[src/rtl/mc_ctrl_pkg.sv]
package mc_ctrl_pkg;

    localparam int OPC_W = 6;
    localparam int SEL_W = 2;

    // Step of the instruction sequence
    typedef enum logic [3:0] {
        ST_FETCH     = 4'd0,
        ST_DECODE    = 4'd1,
        ST_MEM_ADDR  = 4'd2,
        ST_LOAD_MEM  = 4'd3,
        ST_LOAD_WB   = 4'd4,
        ST_STORE_MEM = 4'd5,
        ST_ALU_EXEC  = 4'd6,
        ST_ALU_DONE  = 4'd7,
        ST_BRANCH    = 4'd8,
        ST_JUMP      = 4'd9
    } state_e;

    // Instruction class taken from the opcode in decode
    typedef enum logic [2:0] {
        CL_ALU    = 3'd0,
        CL_LOAD   = 3'd1,
        CL_STORE  = 3'd2,
        CL_BRANCH = 3'd3,
        CL_JUMP   = 3'd4,
        CL_NONE   = 3'd5
    } class_e;

    // Operand B selects
    localparam logic [SEL_W-1:0] B_REG    = 2'd0;
    localparam logic [SEL_W-1:0] B_FOUR   = 2'd1;
    localparam logic [SEL_W-1:0] B_IMM    = 2'd2;
    localparam logic [SEL_W-1:0] B_IMM_SH = 2'd3;

    // ALU operation codes
    localparam logic [SEL_W-1:0] FN_ADD   = 2'd0;
    localparam logic [SEL_W-1:0] FN_SUB   = 2'd1;
    localparam logic [SEL_W-1:0] FN_FIELD = 2'd2;

    // PC source selects
    localparam logic [SEL_W-1:0] PC_ALU  = 2'd0;
    localparam logic [SEL_W-1:0] PC_HELD = 2'd1;
    localparam logic [SEL_W-1:0] PC_JUMP = 2'd2;

    typedef struct packed {
        logic             addr_from_alu;
        logic             mem_rd_en;
        logic             mem_wr_en;
        logic             ir_latch_en;
        logic             alu_a_sel;
        logic [SEL_W-1:0] alu_b_sel;
        logic [SEL_W-1:0] alu_func;
        logic             pc_load;
        logic             pc_load_if_zero;
        logic [SEL_W-1:0] pc_next_sel;
        logic             dest_from_rd;
        logic             rf_wr_en;
        logic             wb_from_mem;
    } ctrl_t;

    localparam ctrl_t CTRL_IDLE = '0;

endpackage

[src/rtl/mc_op_classify.sv]
module mc_op_classify
    import mc_ctrl_pkg::*;
#(
    parameter int              OPW       = OPC_W,
    parameter logic [OPW-1:0]  OP_ALU    = 6'h00,
    parameter logic [OPW-1:0]  OP_LOAD   = 6'h23,
    parameter logic [OPW-1:0]  OP_STORE  = 6'h2B,
    parameter logic [OPW-1:0]  OP_BRANCH = 6'h04,
    parameter logic [OPW-1:0]  OP_JUMP   = 6'h02
) (
    input  logic [OPW-1:0] opcode,
    output class_e         cls
);

    always_comb begin
        if (opcode == OP_ALU)         cls = CL_ALU;
        else if (opcode == OP_LOAD)   cls = CL_LOAD;
        else if (opcode == OP_STORE)  cls = CL_STORE;
        else if (opcode == OP_BRANCH) cls = CL_BRANCH;
        else if (opcode == OP_JUMP)   cls = CL_JUMP;
        else                          cls = CL_NONE;
    end

endmodule

[src/rtl/mc_state_seq.sv]
module mc_state_seq
    import mc_ctrl_pkg::*;
(
    input  logic   clk,
    input  logic   rst,
    input  class_e cls_in,
    output state_e state_q,
    output state_e state_d
);

    typedef struct packed {
        state_e state;
        class_e cls;
    } seq_t;

    seq_t seq_d, seq_q;

    always_comb begin
        seq_d = seq_q;
        case (seq_q.state)
            ST_FETCH: seq_d.state = ST_DECODE;
            ST_DECODE: begin
                seq_d.cls = cls_in;
                case (cls_in)
                    CL_ALU:              seq_d.state = ST_ALU_EXEC;
                    CL_LOAD, CL_STORE:   seq_d.state = ST_MEM_ADDR;
                    CL_BRANCH:           seq_d.state = ST_BRANCH;
                    CL_JUMP:             seq_d.state = ST_JUMP;
                    default:             seq_d.state = ST_FETCH;
                endcase
            end
            ST_MEM_ADDR:
                seq_d.state = (seq_q.cls == CL_LOAD) ? ST_LOAD_MEM : ST_STORE_MEM;
            ST_LOAD_MEM: seq_d.state = ST_LOAD_WB;
            ST_ALU_EXEC: seq_d.state = ST_ALU_DONE;
            default:     seq_d.state = ST_FETCH;
        endcase
        if (rst) begin
            seq_d.state = ST_FETCH;
            seq_d.cls   = CL_NONE;
        end
    end

    always_ff @(posedge clk) begin
        seq_q <= seq_d;
    end

    assign state_q = seq_q.state;
    assign state_d = seq_d.state;

    AST_DECODE_AFTER_FETCH: assert property (@(posedge clk) disable iff (rst)
        seq_q.state == ST_FETCH |=> seq_q.state == ST_DECODE);
    AST_LOAD_WB_AFTER_READ: assert property (@(posedge clk) disable iff (rst)
        seq_q.state == ST_LOAD_MEM |=> seq_q.state == ST_LOAD_WB);
    AST_ALU_DONE_AFTER_EXEC: assert property (@(posedge clk) disable iff (rst)
        seq_q.state == ST_ALU_EXEC |=> seq_q.state == ST_ALU_DONE);
    AST_TERMINAL_TO_FETCH: assert property (@(posedge clk) disable iff (rst)
        (seq_q.state == ST_LOAD_WB || seq_q.state == ST_STORE_MEM ||
         seq_q.state == ST_ALU_DONE || seq_q.state == ST_BRANCH ||
         seq_q.state == ST_JUMP) |=> seq_q.state == ST_FETCH);
    AST_CLASS_HELD: assert property (@(posedge clk) disable iff (rst)
        seq_q.state != ST_DECODE |=> $stable(seq_q.cls));

endmodule

[src/rtl/mc_ctrl_regs.sv]
module mc_ctrl_regs
    import mc_ctrl_pkg::*;
(
    input  logic   clk,
    input  logic   rst,
    input  state_e state_d,
    output ctrl_t  ctrl_q
);

    ctrl_t ctrl_d;

    function automatic ctrl_t ctrl_for(state_e st);
        ctrl_t c;
        c = CTRL_IDLE;
        case (st)
            ST_FETCH: begin
                c.mem_rd_en   = 1'b1;
                c.ir_latch_en = 1'b1;
                c.alu_b_sel   = B_FOUR;
                c.alu_func    = FN_ADD;
                c.pc_load     = 1'b1;
                c.pc_next_sel = PC_ALU;
            end
            ST_DECODE: begin
                c.alu_b_sel = B_IMM_SH;
                c.alu_func  = FN_ADD;
            end
            ST_MEM_ADDR: begin
                c.alu_a_sel = 1'b1;
                c.alu_b_sel = B_IMM;
                c.alu_func  = FN_ADD;
            end
            ST_LOAD_MEM: begin
                c.mem_rd_en     = 1'b1;
                c.addr_from_alu = 1'b1;
            end
            ST_LOAD_WB: begin
                c.rf_wr_en    = 1'b1;
                c.wb_from_mem = 1'b1;
            end
            ST_STORE_MEM: begin
                c.mem_wr_en     = 1'b1;
                c.addr_from_alu = 1'b1;
            end
            ST_ALU_EXEC: begin
                c.alu_a_sel = 1'b1;
                c.alu_b_sel = B_REG;
                c.alu_func  = FN_FIELD;
            end
            ST_ALU_DONE: begin
                c.rf_wr_en     = 1'b1;
                c.dest_from_rd = 1'b1;
            end
            ST_BRANCH: begin
                c.alu_a_sel       = 1'b1;
                c.alu_b_sel       = B_REG;
                c.alu_func        = FN_SUB;
                c.pc_load_if_zero = 1'b1;
                c.pc_next_sel     = PC_HELD;
            end
            ST_JUMP: begin
                c.pc_load     = 1'b1;
                c.pc_next_sel = PC_JUMP;
            end
            default: c = CTRL_IDLE;
        endcase
        return c;
    endfunction

    always_comb begin
        ctrl_d = ctrl_for(state_d);
    end

    always_ff @(posedge clk) begin
        ctrl_q <= ctrl_d;
    end

    AST_RD_WR_EXCL: assert property (@(posedge clk) disable iff (rst)
        !(ctrl_q.mem_rd_en && ctrl_q.mem_wr_en));
    AST_REGWR_QUIET_MEM: assert property (@(posedge clk) disable iff (rst)
        ctrl_q.rf_wr_en |-> !ctrl_q.mem_wr_en && !ctrl_q.pc_load);

endmodule

[src/rtl/mc_ctrl_fsm.sv]
module mc_ctrl_fsm
    import mc_ctrl_pkg::*;
#(
    parameter int              OPW       = OPC_W,
    parameter logic [OPW-1:0]  OP_ALU    = 6'h00,
    parameter logic [OPW-1:0]  OP_LOAD   = 6'h23,
    parameter logic [OPW-1:0]  OP_STORE  = 6'h2B,
    parameter logic [OPW-1:0]  OP_BRANCH = 6'h04,
    parameter logic [OPW-1:0]  OP_JUMP   = 6'h02
) (
    input  logic             clk,
    input  logic             rst,
    input  logic [OPW-1:0]   opcode,
    output logic             addr_from_alu,
    output logic             mem_rd_en,
    output logic             mem_wr_en,
    output logic             ir_latch_en,
    output logic             alu_a_sel,
    output logic [SEL_W-1:0] alu_b_sel,
    output logic [SEL_W-1:0] alu_func,
    output logic             pc_load,
    output logic             pc_load_if_zero,
    output logic [SEL_W-1:0] pc_next_sel,
    output logic             dest_from_rd,
    output logic             rf_wr_en,
    output logic             wb_from_mem
);

    class_e cls;
    state_e state_q;
    state_e state_d;
    ctrl_t  ctrl_q;

    mc_op_classify #(
        .OPW(OPW), .OP_ALU(OP_ALU), .OP_LOAD(OP_LOAD), .OP_STORE(OP_STORE),
        .OP_BRANCH(OP_BRANCH), .OP_JUMP(OP_JUMP)
    ) u_classify (
        .opcode (opcode),
        .cls    (cls)
    );

    mc_state_seq u_seq (
        .clk     (clk),
        .rst     (rst),
        .cls_in  (cls),
        .state_q (state_q),
        .state_d (state_d)
    );

    mc_ctrl_regs u_regs (
        .clk     (clk),
        .rst     (rst),
        .state_d (state_d),
        .ctrl_q  (ctrl_q)
    );

    assign addr_from_alu   = ctrl_q.addr_from_alu;
    assign mem_rd_en       = ctrl_q.mem_rd_en;
    assign mem_wr_en       = ctrl_q.mem_wr_en;
    assign ir_latch_en     = ctrl_q.ir_latch_en;
    assign alu_a_sel       = ctrl_q.alu_a_sel;
    assign alu_b_sel       = ctrl_q.alu_b_sel;
    assign alu_func        = ctrl_q.alu_func;
    assign pc_load         = ctrl_q.pc_load;
    assign pc_load_if_zero = ctrl_q.pc_load_if_zero;
    assign pc_next_sel     = ctrl_q.pc_next_sel;
    assign dest_from_rd    = ctrl_q.dest_from_rd;
    assign rf_wr_en        = ctrl_q.rf_wr_en;
    assign wb_from_mem     = ctrl_q.wb_from_mem;

    AST_IR_LATCH_IN_FETCH: assert property (@(posedge clk) disable iff (rst)
        ir_latch_en |-> state_q == ST_FETCH);
    AST_COND_PC_IN_BRANCH: assert property (@(posedge clk) disable iff (rst)
        pc_load_if_zero |-> state_q == ST_BRANCH);
    AST_FETCH_AFTER_RESET: assert property (@(posedge clk) disable iff (rst)
        $past(rst) |-> state_q == ST_FETCH && ir_latch_en);

endmodule

[config.mk]
export PLATFORM = sky130hd
export DESIGN_NAME = mc_ctrl_fsm
export DESIGN_NICKNAME = d
export VERILOG_FILES = /design/src/rtl/mc_ctrl_pkg.sv /design/src/rtl/mc_op_classify.sv /design/src/rtl/mc_state_seq.sv /design/src/rtl/mc_ctrl_regs.sv /design/src/rtl/mc_ctrl_fsm.sv
export SDC_FILE = /design/constraint.sdc
export NUM_CORES = 1
export LEC_CHECK = 0
export ABC_CLOCK_PERIOD_IN_PS = 3600
export BUFFER_PORTS_ARGS = -buffer_cell sky130_fd_sc_hd__buf_4
export CELL_PAD_IN_SITES_DETAIL_PLACEMENT = 0
export CELL_PAD_IN_SITES_GLOBAL_PLACEMENT = 1
export CORE_MARGIN = 5
export CORE_UTILIZATION = 42
export DETAILED_ROUTE_END_ITERATION = 6
export GPL_ROUTABILITY_DRIVEN = 0
export PLACE_DENSITY_LB_ADDON = 0.1
export RECOVER_POWER = 25
export SYNTH_ARGS = -nofsm -noshare
export SYNTH_HDL_FRONTEND = slang
export SYNTH_HIERARCHICAL = 1
export SYNTH_SLANG_ARGS = --single-unit
[constraint.sdc]
create_clock -name clk -period 3.6 [get_ports clk]
set_input_delay 0.72 -clock clk [delete_from_list [all_inputs] [get_ports clk]]
set_output_delay 0.72 -clock clk [all_outputs]
set_load 0.005 [all_outputs]
==> qor.csv <==
stage,metric,value,unit
status,status,finished clean,
timing,setup_tns,0,ns
die,die_h,57.3,µm
logic_synthesis,synth_nets,94,
pwr,p_total,0.000426,W
clocking,worstSkewPairLatency,0.30,ns
worst_hold_path,holdPathEnd,u_seq/seq_q[1],
route,post-route-drc-count,0,
critical_path,reg2reg_from,u_seq/state_q[3],
critical_path,setup.worst_path.start_class,input pin,
die,die-area,3280,µm²
job,maxCapViolCount,0,
timing,finalHoldViolations,0,
route,drtPass1Iterations,4,
timing,relSlewSlack,65.4,%
clocking,clockRootBuffer,clkbuf_4,
die,start_util,43.3,%
critical_path,r2r_cells,6,
pwr,swShare,22.6,%
pwr,p_clk_share,26.4,%
pwr,peakVddDrop,0.000195,V
route,avgRoutedWirePerCell,12.0,µm
worst_hold_path,hp-start,u_seq/seq_q[1],
timing,hold_ws,0.522,ns
global_route,grt_pass1_wl,2940,µm
clocking,post-cts-setup-buffers,0,
clocking,cts_hold_buffers,0,
critical_path,path_max_fanout,14,
timing,finalMaxSlewViolations,0,
pwr,intPower,0.000329,W
logic_synthesis,synth.avg_cell_area,10.9,µm²
critical_path,cp_data_arrival_time,2.74,ns
die,core-area,2170,µm²
critical_path,crit_required,3.85,ns
clocking,cts-resized-gates,0,
layout,nNetsFinal,122,
worst_hold_path,hold_depth,2,
pwr,p_seq_share,62.6,%
timing,finClkSkew,0.00322,ns
critical_path,end_kind,register,
route,vias_per_cell,5.16,
route,ant_nets,0,
route,routed_wl,1690,µm
placed_design,io_buffers,23,
logic_synthesis,ys_warn_count,6,
timing,finalSetupViolations,0,
pwr,p_switching,0.0000962,W
pwr,p_leak,0.482,nW
pwr,power-per-cell-area,362,nW/µm²
critical_path,regToRegSetupSlack,1.64,ns
layout,final_layout_size_suffix_gt1_share,35.4,%
global_route,grt_max_degree,16,
worst_hold_path,hold_path_class,reg2reg,
pwr,pwr-share-comb,11.0,%
logic_synthesis,synth_area,938,µm²
critical_path,r2r_end,u_regs/ctrl_q[10],
clocking,cts_tree,done,
timing,rsz0062_at_grt,false,
clocking,numCtsBuffers,3,
timing,period_needed,2.49,ns
route,drt_iter0_drc,15,
clocking,htreeDepth,1,
global_route,antenna_found_initial,0,
route,vias,727,
layout,synthToLayoutAreaGrowth,25.2,%
clocking,cts_sinks,23,
placed_design,placed_cell_area,1150,µm²
placed_design,post-place-cells,137,
timing,fmax,402,MHz
global_route,grtUsageTotal,11.2,%
timing,post-route-period-util,69.0,%
timing,tightestPinTransition,0.516,ns
clocking,clock_tree.buffer_depth,2,
die,die_x,57.3,µm
layout,diodes,0,
layout,fin_cells,141,
layout,fin_area,1170,µm²
global_route,gr-total-overflow,0,
critical_path,critPathKind,in2reg,
clocking,path_clk_slew,0.12,ns
global_route,grt_pass1_vias,664,
logic_synthesis,synthCells,86,
die,io_pins,24,
placed_design,dp_hpwl,1220,µm
die,num_rows,17,
final cells by class:
| type | count | area [µm²] |
|---|---|---|
| clock buffer | 3 | 22.5 |
| timing repair buffer | 27 | 203 |
| sequential | 23 | 460 |
| clock inverter | 1 | 5.00 |
| tap | 28 | 35.0 |
| multi-input combinational | 57 | 442 |
| fill | 206 | 995 |
| inverter | 2 | 7.51 |
how the worst max path moves through the flow:
stage,start,slack (ns),end
floorplan,opcode[5],0.93,u_regs/ctrl_q[11]
global placement,opcode[5],0.84,u_regs/ctrl_q[8]
detailed placement,opcode[5],0.79,u_regs/ctrl_q[11]
CTS,opcode[5],1.11,u_regs/ctrl_q[11]
global route,opcode[5],1.01,u_regs/ctrl_q[11]
finish,opcode[5],1.11,u_regs/ctrl_q[11]
placed cells by master (no fill, tap or decap), types with 2 or more instances in the layout:
cell type / instances
nand3b_1: 2
a21oi_1: 4
dfxtp_1: 23
xor2_1: 2
buf_4: 18
nand2_1: 2
nor2b_1: 2
clkbuf_4: 12
nor4b_2: 3
inv_1: 2
nor3_1: 4
nand2b_1: 4
nor2_1: 6
a211o_1: 4
nor3b_1: 5
power groups by stage:
stage          logic (W)  registers [W]  clock network [W]
3_5_place_dp   0.0000473       0.000272                  0
6_report       0.0000468       0.000266           0.000112
4_1_cts        0.0000474       0.000266           0.000119
3_3_place_gp   0.0000471       0.000272                  0
2_1_floorplan  0.0000255       0.000272                  0
5_1_grt        0.0000525       0.000268           0.000134
worst max-delay path, stage by stage:
cell     delay (ns)
buf_4          0.12
or4_4          0.54
o32ai_2        0.28
nand2_1        0.11
or2_2          0.28
a21oi_1        0.14
buf_4          0.20
nor4b_2        0.25
a21o_1         0.11
per-layer routing:
metal / GRT usage (%) / vias to the layer above / share of wire, %
met5: 0 / - / 0
met4: 2.98 / 0 / 0.83
met2: 17.8 / 15 / 45
met1: 14.7 / 347 / 47
li1: - / 363 / -
met3: 3.62 / 2 / 6.6
sequential cells by signal, indices dropped and copies added, names as in the netlist:
signal	cells
u_regs/ctrl_q	16
u_seq/state_q	4
u_seq/seq_q	3
metrics by stage:
| stage | util (%) | setup WS [ns] |
|---|---|---|
| after global placement | 52.9 | 0.838 |
| after floorplan | - | 0.931 |
| after detailed placement | 52.9 | 0.787 |
| final | 54.2 | 1.11 |
| after global routing | 54.2 | 1.01 |
| after CTS | 54.2 | 1.11 |
Power figures use the tool's default switching activity.
